===== config.mk =====
export PLATFORM = sky130hd
export DESIGN_NAME = mesi_line_ctrl
export DESIGN_NICKNAME = d
export VERILOG_FILES = /design/src/rtl/mesi_pkg.sv /design/src/rtl/mesi_snoop_unit.sv /design/src/rtl/mesi_local_unit.sv /design/src/rtl/mesi_state_array.sv /design/src/rtl/mesi_line_ctrl.sv
export SDC_FILE = /design/constraint.sdc
export NUM_CORES = 1
export LEC_CHECK = 0
export CAP_MARGIN = 0
export CORE_MARGIN = 3
export CORE_UTILIZATION = 52
export CTS_BUF_LIST = sky130_fd_sc_hd__clkbuf_8
export CTS_CLUSTER_DIAMETER = 120
export CTS_CLUSTER_SIZE = 8
export DETAILED_ROUTE_END_ITERATION = 16
export GPL_TIMING_DRIVEN = 0
export PLACE_DENSITY = 0.86
export SYNTH_ARGS = -nofsm -noshare
export SYNTH_HDL_FRONTEND = slang
export SYNTH_SLANG_ARGS = --single-unit

===== constraint.sdc =====
create_clock -name clk_i -period 5.3 [get_ports clk_i]
set_clock_uncertainty 0.15 [all_clocks]
set_input_delay 1.06 -clock clk_i [delete_from_list [all_inputs] [get_ports clk_i]]
set_output_delay 1.06 -clock clk_i [all_outputs]
set_load 0.03 [all_outputs]

===== src/rtl/mesi_pkg.sv =====
package mesi_pkg;
  typedef enum logic [1:0] {
    ST_I = 2'b00,
    ST_S = 2'b01,
    ST_E = 2'b10,
    ST_M = 2'b11
  } line_state_e;

  typedef enum logic [1:0] {
    LOC_NONE  = 2'd0,
    LOC_RD    = 2'd1,
    LOC_WR    = 2'd2,
    LOC_EVICT = 2'd3
  } loc_op_e;

  typedef enum logic [1:0] {
    SNP_NONE = 2'd0,
    SNP_RD   = 2'd1,
    SNP_RDX  = 2'd2,
    SNP_UPG  = 2'd3
  } snp_op_e;

  typedef enum logic [2:0] {
    BUS_NONE = 3'd0,
    BUS_RD   = 3'd1,
    BUS_RDX  = 3'd2,
    BUS_UPG  = 3'd3,
    BUS_WB   = 3'd4
  } bus_req_e;

  typedef struct packed {
    logic shared;
    logic dirty;
    logic flush;
    logic inval;
  } snp_resp_t;

  function automatic logic st_valid(line_state_e s);
    return s != ST_I;
  endfunction
endpackage


===== src/rtl/mesi_snoop_unit.sv =====
module mesi_snoop_unit
  import mesi_pkg::*;
(
  input  line_state_e cur_i,
  input  snp_op_e     op_i,
  output line_state_e nxt_o,
  output snp_resp_t   resp_o
);
  always_comb begin
    nxt_o  = cur_i;
    resp_o = '0;
    if (op_i != SNP_NONE && st_valid(cur_i)) begin
      resp_o.shared = 1'b1;
      resp_o.dirty  = (cur_i == ST_M);
      resp_o.flush  = (cur_i == ST_M);
      unique case (op_i)
        SNP_RD:           nxt_o = ST_S;
        SNP_RDX, SNP_UPG: begin
          nxt_o        = ST_I;
          resp_o.inval = 1'b1;
        end
        default:          nxt_o = cur_i;
      endcase
    end
  end
endmodule


===== src/rtl/mesi_local_unit.sv =====
module mesi_local_unit
  import mesi_pkg::*;
(
  input  line_state_e cur_i,
  input  loc_op_e     op_i,
  input  logic        shared_in_i,
  output line_state_e nxt_o,
  output bus_req_e    req_o
);
  always_comb begin
    nxt_o = cur_i;
    req_o = BUS_NONE;
    unique case (op_i)
      LOC_RD: begin
        if (cur_i == ST_I) begin
          req_o = BUS_RD;
          nxt_o = shared_in_i ? ST_S : ST_E;
        end
      end
      LOC_WR: begin
        nxt_o = ST_M;
        unique case (cur_i)
          ST_I:    req_o = BUS_RDX;
          ST_S:    req_o = BUS_UPG;
          default: req_o = BUS_NONE; // E->M silent, M stays
        endcase
      end
      LOC_EVICT: begin
        nxt_o = ST_I;
        if (cur_i == ST_M) req_o = BUS_WB;
      end
      default: ;
    endcase
  end
endmodule


===== src/rtl/mesi_state_array.sv =====
module mesi_state_array
  import mesi_pkg::*;
#(
  parameter int NUM_LINES = 8,
  localparam int IDX_W = (NUM_LINES > 1) ? $clog2(NUM_LINES) : 1
) (
  input  logic              clk_i,
  input  logic              rst_ni,
  input  logic              snp_we_i,
  input  logic [IDX_W-1:0]  snp_widx_i,
  input  line_state_e       snp_wdata_i,
  input  logic              loc_we_i,
  input  logic [IDX_W-1:0]  loc_widx_i,
  input  line_state_e       loc_wdata_i,
  input  logic [IDX_W-1:0]  rd_a_idx_i,
  output line_state_e       rd_a_o,
  input  logic [IDX_W-1:0]  rd_b_idx_i,
  output line_state_e       rd_b_o
);
  line_state_e st_q [NUM_LINES];

  for (genvar g = 0; g < NUM_LINES; g++) begin : g_line
    // local write is applied after the snoop, so it wins on a collision
    always_ff @(posedge clk_i or negedge rst_ni) begin
      if (!rst_ni) begin
        st_q[g] <= ST_I;
      end else if (loc_we_i && loc_widx_i == IDX_W'(g)) begin
        st_q[g] <= loc_wdata_i;
      end else if (snp_we_i && snp_widx_i == IDX_W'(g)) begin
        st_q[g] <= snp_wdata_i;
      end
    end
  end

  always_comb begin
    rd_a_o = ST_I;
    rd_b_o = ST_I;
    for (int i = 0; i < NUM_LINES; i++) begin
      if (rd_a_idx_i == IDX_W'(i)) rd_a_o = st_q[i];
      if (rd_b_idx_i == IDX_W'(i)) rd_b_o = st_q[i];
    end
  end
endmodule


===== src/rtl/mesi_line_ctrl.sv =====
module mesi_line_ctrl
  import mesi_pkg::*;
#(
  parameter int NUM_LINES = 8,
  localparam int IDX_W = (NUM_LINES > 1) ? $clog2(NUM_LINES) : 1
) (
  input  logic             clk_i,
  input  logic             rst_ni,
  input  logic [1:0]       loc_op_i,
  input  logic [IDX_W-1:0] loc_idx_i,
  input  logic             shared_in_i,
  input  logic [1:0]       snp_op_i,
  input  logic [IDX_W-1:0] snp_idx_i,
  output logic [2:0]       bus_req_o,
  output logic [1:0]       loc_state_o,
  output logic [1:0]       snp_state_o,
  output logic             snp_shared_o,
  output logic             snp_dirty_o,
  output logic             snp_flush_o,
  output logic             snp_inval_o
);
  loc_op_e     loc_op;
  snp_op_e     snp_op;
  line_state_e snp_cur, snp_nxt, loc_arr, loc_cur, loc_nxt;
  snp_resp_t   snp_resp;
  bus_req_e    loc_req;
  logic        collide;

  assign loc_op = loc_op_e'(loc_op_i);
  assign snp_op = snp_op_e'(snp_op_i);

  mesi_state_array #(.NUM_LINES(NUM_LINES)) u_array (
    .clk_i       (clk_i),
    .rst_ni      (rst_ni),
    .snp_we_i    (snp_op != SNP_NONE),
    .snp_widx_i  (snp_idx_i),
    .snp_wdata_i (snp_nxt),
    .loc_we_i    (loc_op != LOC_NONE),
    .loc_widx_i  (loc_idx_i),
    .loc_wdata_i (loc_nxt),
    .rd_a_idx_i  (snp_idx_i),
    .rd_a_o      (snp_cur),
    .rd_b_idx_i  (loc_idx_i),
    .rd_b_o      (loc_arr)
  );

  mesi_snoop_unit u_snoop (
    .cur_i  (snp_cur),
    .op_i   (snp_op),
    .nxt_o  (snp_nxt),
    .resp_o (snp_resp)
  );

  // snoop first: local op sees the post-snoop state of a shared index
  assign collide = (snp_op != SNP_NONE) && (snp_idx_i == loc_idx_i);
  assign loc_cur = collide ? snp_nxt : loc_arr;

  mesi_local_unit u_local (
    .cur_i       (loc_cur),
    .op_i        (loc_op),
    .shared_in_i (shared_in_i),
    .nxt_o       (loc_nxt),
    .req_o       (loc_req)
  );

  assign bus_req_o    = loc_req;
  assign loc_state_o  = loc_nxt;
  assign snp_state_o  = snp_nxt;
  assign snp_shared_o = snp_resp.shared;
  assign snp_dirty_o  = snp_resp.dirty;
  assign snp_flush_o  = snp_resp.flush;
  assign snp_inval_o  = snp_resp.inval;
endmodule


==> results of run 1 <==
[power breakdown]
group	internal [mW]	switching [mW]	leakage, nW	total (mW)
Clock	0.0659	0.0431	0.0288	0.109
Sequential	0.148	0.0277	0.205	0.175
Combinational	0.0968	0.123	0.527	0.220
Total	0.310	0.194	0.760	0.504
[placed cells by master, fill, tap and decap left out, types with 6 or more instances in the layout]
cell type,count
nand2_1,18
dfrtp_1,16
nor2b_1,6
nor2_1,12
o21ai_2,6
clkdlybuf4s50_1,19
nand3_1,11
o21ai_0,8
mux2i_1,10
[cell families after synthesis]
group,count (synthesis)
AO/OA/AOI/OAI,45
buffers and inverters,17
AND/OR/NAND/NOR,72
flip-flops,16
multiplexers,16
XOR/XNOR,3
[final timing paths]
path / start / end / cells after the start
setup reg to reg: u_array.st_q[5] / u_array.st_q[2] / 5
hold / removal: u_array.st_q[7] / u_array.st_q[7] / 2
min in group asynchronous: rst_ni / u_array.st_q[6] / 1
max in group asynchronous: rst_ni / u_array.st_q[1] / 1
setup / recovery: snp_idx_i[1] / loc_state_o[0] / 10
hold reg to reg: u_array.st_q[7] / u_array.st_q[7] / 2
[cell usage after synthesis (2+ instances only)]
library cell | instances | area (sq um)
nand2_1 | 18 | 67.56
dfrtp_1 | 16 | 400.4
nor2_1 | 12 | 45.04
nand3_1 | 11 | 55.05
mux2i_1 | 10 | 100.1
o21ai_0 | 8 | 40.04
a21oi_1 | 6 | 30.03
nor2b_1 | 6 | 37.54
o21ai_2 | 6 | 52.55
inv_1 | 5 | 18.77
clkbuf_1 | 4 | 15.01
nand2b_1 | 4 | 25.02
a2bb2oi_1 | 3 | 26.28
mux2i_2 | 3 | 41.29
nand3b_1 | 3 | 22.52
nor3_1 | 3 | 15.01
xor2_1 | 3 | 26.28
a221oi_1 | 2 | 17.52
buf_2 | 2 | 10.01
buf_4 | 2 | 15.01
buf_6 | 2 | 22.52
nor3b_1 | 2 | 15.01
o21a_1 | 2 | 15.01
o41ai_4 | 2 | 55.05
or2_2 | 2 | 12.51
or3_1 | 2 | 12.51
[through the flow]
stage / util [%] / worst slack [ps] / hold slack, ps
2_1_floorplan: - / 865.6 / 341.9
3_3_place_gp: 66.81 / 8.237 / 378.5
3_5_place_dp: 66.81 / -66.70 / 388.5
4_1_cts: 69.35 / 10.99 / 403.2
5_1_grt: 69.92 / -73.71 / 425.8
6_report: 69.92 / 50.94 / 398.6
[worst max-delay path, stage by stage]
cell             delay, ps
clkdlybuf4s50_1        510
buf_6                  160
mux2_1                 350
a22oi_1                150
a21oi_1                150
a221oi_4               350
o41ai_4                150
o31ai_4                450
inv_1                   80
clkdlybuf4s50_1        600
[per-layer routing]
metal | global-route usage (%) | vias up | share of wire (%)
met1 | 33.38 | 713 | 41
met4 | 6.013 | 0 | 0.46
met5 | 0 | - | 0
met3 | 5.184 | 4 | 9.1
met2 | 44.14 | 68 | 49
li1 | - | 681 | -
[what timing repair did]
action | in CTS | in global routing
hold endpoints to repair | 0 | 0
setup endpoints to repair | 2 | 3
resized for setup | 1 | 5
[layout make-up]
class | count | area share [%]
flip-flops and latches | 16 | 21.92
well taps | 30 | 2.055
inverters | 6 | 1.233
plain buffers | 11 | 3.699
repair buffers | 20 | 11.10
clock buffers | 4 | 3.014
multi-input cells | 136 | 56.99
==> impl_metrics.ini, run 1 <==
[cells_and_area]
layout-drive-gt1-share_pct = 19.17
largest-register = u_array.st_q
fin_nets = 207
top_regs = u_array.st_q (16)
largest_register_ffs = 16
fin_cells = 223
area_growth_pct = 21.16
multi_input_area_sq_um = 1041
final_cell_area_sq_um = 1827
n_antenna_cell = 0
nFillCells = 209
regArea_sq_um = 400.4

[yosys]
yosysUniqueCellTypes = 56
synth_fp_nets = 182
synth_mux_area_share_pct = 12.61
synth-main-ff-cell = dfrtp_1
ys_ff_latch = 16
synth_compound_gate_area_share_pct = 27.30
synth_fa_ha_area_share_pct = 0
synth-edff-count = 0
synth.avg_cell_area_sq_um = 8.921
syn-cell-area_sq_um = 1508
ys_seq_area_share_pct = 26.56
synth_cells = 169
postSynth.asyncResetShare_pct = 100.0
synth-simple-area-share_pct = 25.89
yosysWarningCount = 0
synthXorXnorAreaFrac_pct = 1.743
synth_top_family_by_area = compound AO/OA/AOI/OAI gates

[placed_design]
place_hpwl_um = 3247
port_buffers = 20
gp_congestion = 0.9268
placed_cells = 219
placed_area_sq_um = 1745

[die]
dieWidth_um = 59.85
dieArea_sq_um = 3581
start_util_pct = 57.71
core_region_area_sq_um = 2613
row_count = 18
die_y_um = 59.85
ios = 24

[detailed_routing]
ant_nets = 0
finalWirelength_um = 4131
via_per_inst = 6.574
firstDrtPassIters = 4
first_iter_violations = 85
route.detailed.drc = 0
vias = 1466
wl_per_cell_um = 18.52

[worst_setup_path]
critPathArrivalTime_ps = 4040
start_kind = input port
worstSetupEndpointType = primary output
rrSetupSlack_ps = 2800
critPathMaxFanout = 10
worstPathRequired_ps = 4090
path_class = in2out

[timing]
fin_crit_sh_pct = 99.04
fin_setup_tns_ps = 0
rsz0062_at_grt = true
tightest_slew_ps = 788.2
fmax_mhz = 190.5
max_slew_margin_pct = 46.97
final_hold_viol_count = 0
setup_viol = 0
final_max_slew_viol_count = 0
period_minus_slack_ps = 5249

[clock_network]
clock_sinks = 16
cts_tree = done
cts_setup_buffers = 0
cts_buffer_depth = 2
cts_made_buffers = 3
holdBufCountCts = 0
clkTransAtPathRegs_ps = 60
clk_latency_ps = 250
htreeDepth = 1
root_buffer = clkbuf_8

[min_path]
min_path_type = reg2reg

[power_and_ir_drop]
p_leak_nw = 0.7600
max-vdd-ir-drop_v = 0.0002206
total_power_uw = 504.4
power.density_nw_per_um2 = 276.1

[status]
outcome = finished, final reports clean

[grt]
overflow = 0
grt_max_degree = 17
antenna_found_initial = 0
track_usage_pct = 25.85
grt_pass1_vias = 1462
grt_pass1_wl_um = 6913

[job]
cap_violations = 0
Note: power is estimated with default switching activity, not from simulation.
==> run 2, diff against run 1 <==
ABC_AREA = 0   (was not set)
CORE_MARGIN = not set   (was 3)
==> run 2 against run 1 <==
Net effect:
- first-iteration DRC count fell by 29%
- register-to-register slack is essentially flat
- clock power grew 5%
- count of clock-buffer cells in the layout is the same
- critical path depth is the same
- non-clock buffer count up 3
- largest cell class unchanged
- highest routed layer unchanged
==> impl_metrics.ini, run 2 (synthesis gave the netlist of run 1 again) <==
[timing]
fmax_mhz = 191.2
max_slew_margin_pct = 50.22
period_minus_slack_ps = 5229
rsz0062_at_grt = false
tightest_slew_ps = 744.4
fin_setup_tns_ps = 0
final_max_slew_viol_count = 0
fin_crit_sh_pct = 98.67
final_hold_viol_count = 0
setup_viol = 0

[grt]
overflow = 0
track_usage_pct = 27.47
grt_pass1_vias = 1422
antenna_found_initial = 0
grt_max_degree = 17
grt_pass1_wl_um = 6644

[power_and_ir_drop]
power.density_nw_per_um2 = 276.9
p_leak_nw = 0.7723
max-vdd-ir-drop_v = 0.0002643
total_power_uw = 512.3

[die]
dieWidth_um = 55.85
ios = 24
core_region_area_sq_um = 2758
dieArea_sq_um = 3119
start_util_pct = 54.67
die_y_um = 55.85
row_count = 19

[worst_setup_path]
start_kind = input port
critPathMaxFanout = 10
path_class = in2out
critPathArrivalTime_ps = 4020
worstSetupEndpointType = primary output
worstPathRequired_ps = 4090

[detailed_routing]
vias = 1447
ant_nets = 0
firstDrtPassIters = 5
finalWirelength_um = 4104
first_iter_violations = 60
via_per_inst = 6.374
wl_per_cell_um = 18.08
route.detailed.drc = 0

[clock_network]
root_buffer = clkbuf_8
cts_made_buffers = 3
cts_tree = done
clkTransAtPathRegs_ps = 70
clk_latency_ps = 260
holdBufCountCts = 0
clock_sinks = 16
htreeDepth = 1
cts_buffer_depth = 2

[placed_design]
placed_area_sq_um = 1747
gp_congestion = 0.9708
place_hpwl_um = 3070
port_buffers = 20
placed_cells = 220

[cells_and_area]
layout-drive-gt1-share_pct = 19.90
layout_common_cells = 19 x clkdlybuf4s50_1, 18 x nand2_1, 16 x dfrtp_1, 12 x nor2_1, 11 x nand3_1
n_antenna_cell = 0
fin_nets = 210
fin_cells = 227
final_common_cell = clkdlybuf4s50_1
largest_register_ffs = 16
area_growth_pct = 22.74
top_regs = u_array.st_q (16)
final_cell_area_sq_um = 1851
largest-register = u_array.st_q

[status]
outcome = finished, final reports clean

[min_path]
min_path_type = reg2reg

[job]
cap_violations = 0
==> run 2: changes by cell type in the layout (fill, tap and decap cells not counted), sizes merged <==
cell	delta
buf	+3
==> run 2: routing by layer <==
layer,vias up,share of wire [%],track usage (%)
li1,686,-,-
met1,677,42,35.82
met2,75,48,46.13
met3,9,8.5,3.953
met4,0,1.5,10.80
met5,-,0,0
==> run 2: cell type report <==
class,count,area (sq um)
Buffer,11,66.31
Timing Repair Buffer,23,225.2
Tap cell,31,38.79
Inverter,6,22.52
Sequential cell,16,400.4
Fill cell,233,907.1
Multi-Input combinational cell,136,1042
Clock buffer,4,55.05
==> run 2: where the power goes <==
part / internal, mW / switching (mW) / total (mW)
Combinational: 0.101 / 0.120 / 0.221
Sequential: 0.147 / 0.0292 / 0.177
Clock: 0.0662 / 0.0483 / 0.114
==> run 2: worst max-delay path, cell delays in order <==
cell	delay (ps)
clkdlybuf4s50_1	470
buf_6	180
buf_6	140
xor2_1	140
or4_4	570
o41ai_4	470
o31ai_4	100
buf_4	180
inv_1	50
clkdlybuf4s50_1	650
==> run 2: path summary, 6_finish.rpt <==
path | from | end | slack, ps | cells after the start
setup reg to reg | u_array.st_q[2] | u_array.st_q[1] | 2810 | 7
hold reg to reg | u_array.st_q[7] | u_array.st_q[7] | 430 | 2
min in group asynchronous | rst_ni | u_array.st_q[9] | 1090 | 1
setup / recovery | snp_idx_i[1] | loc_state_o[0] | 70 | 10
hold / removal | u_array.st_q[7] | u_array.st_q[7] | 430 | 2
max in group asynchronous | rst_ni | u_array.st_q[8] | 3450 | 1
==> run 2: through the flow <==
stage	setup WS [ps]	utilization, %	hold slack [ps]
final	70.75	67.11	426.1
after global routing	8.435	67.11	442.1
after CTS	35.07	65.74	416.5
after detailed placement	-41.67	63.34	399.7
after global placement	2.647	63.34	375.4
after floorplan	865.6	-	341.9
==> run 2: repair_timing <==
action / 4_1_cts / 5_1_grt
buffers inserted: 0 / 3
resized for setup: 1 / 3
endpoints found under the setup margin: 2 / 3
pin swaps: 0 / 1
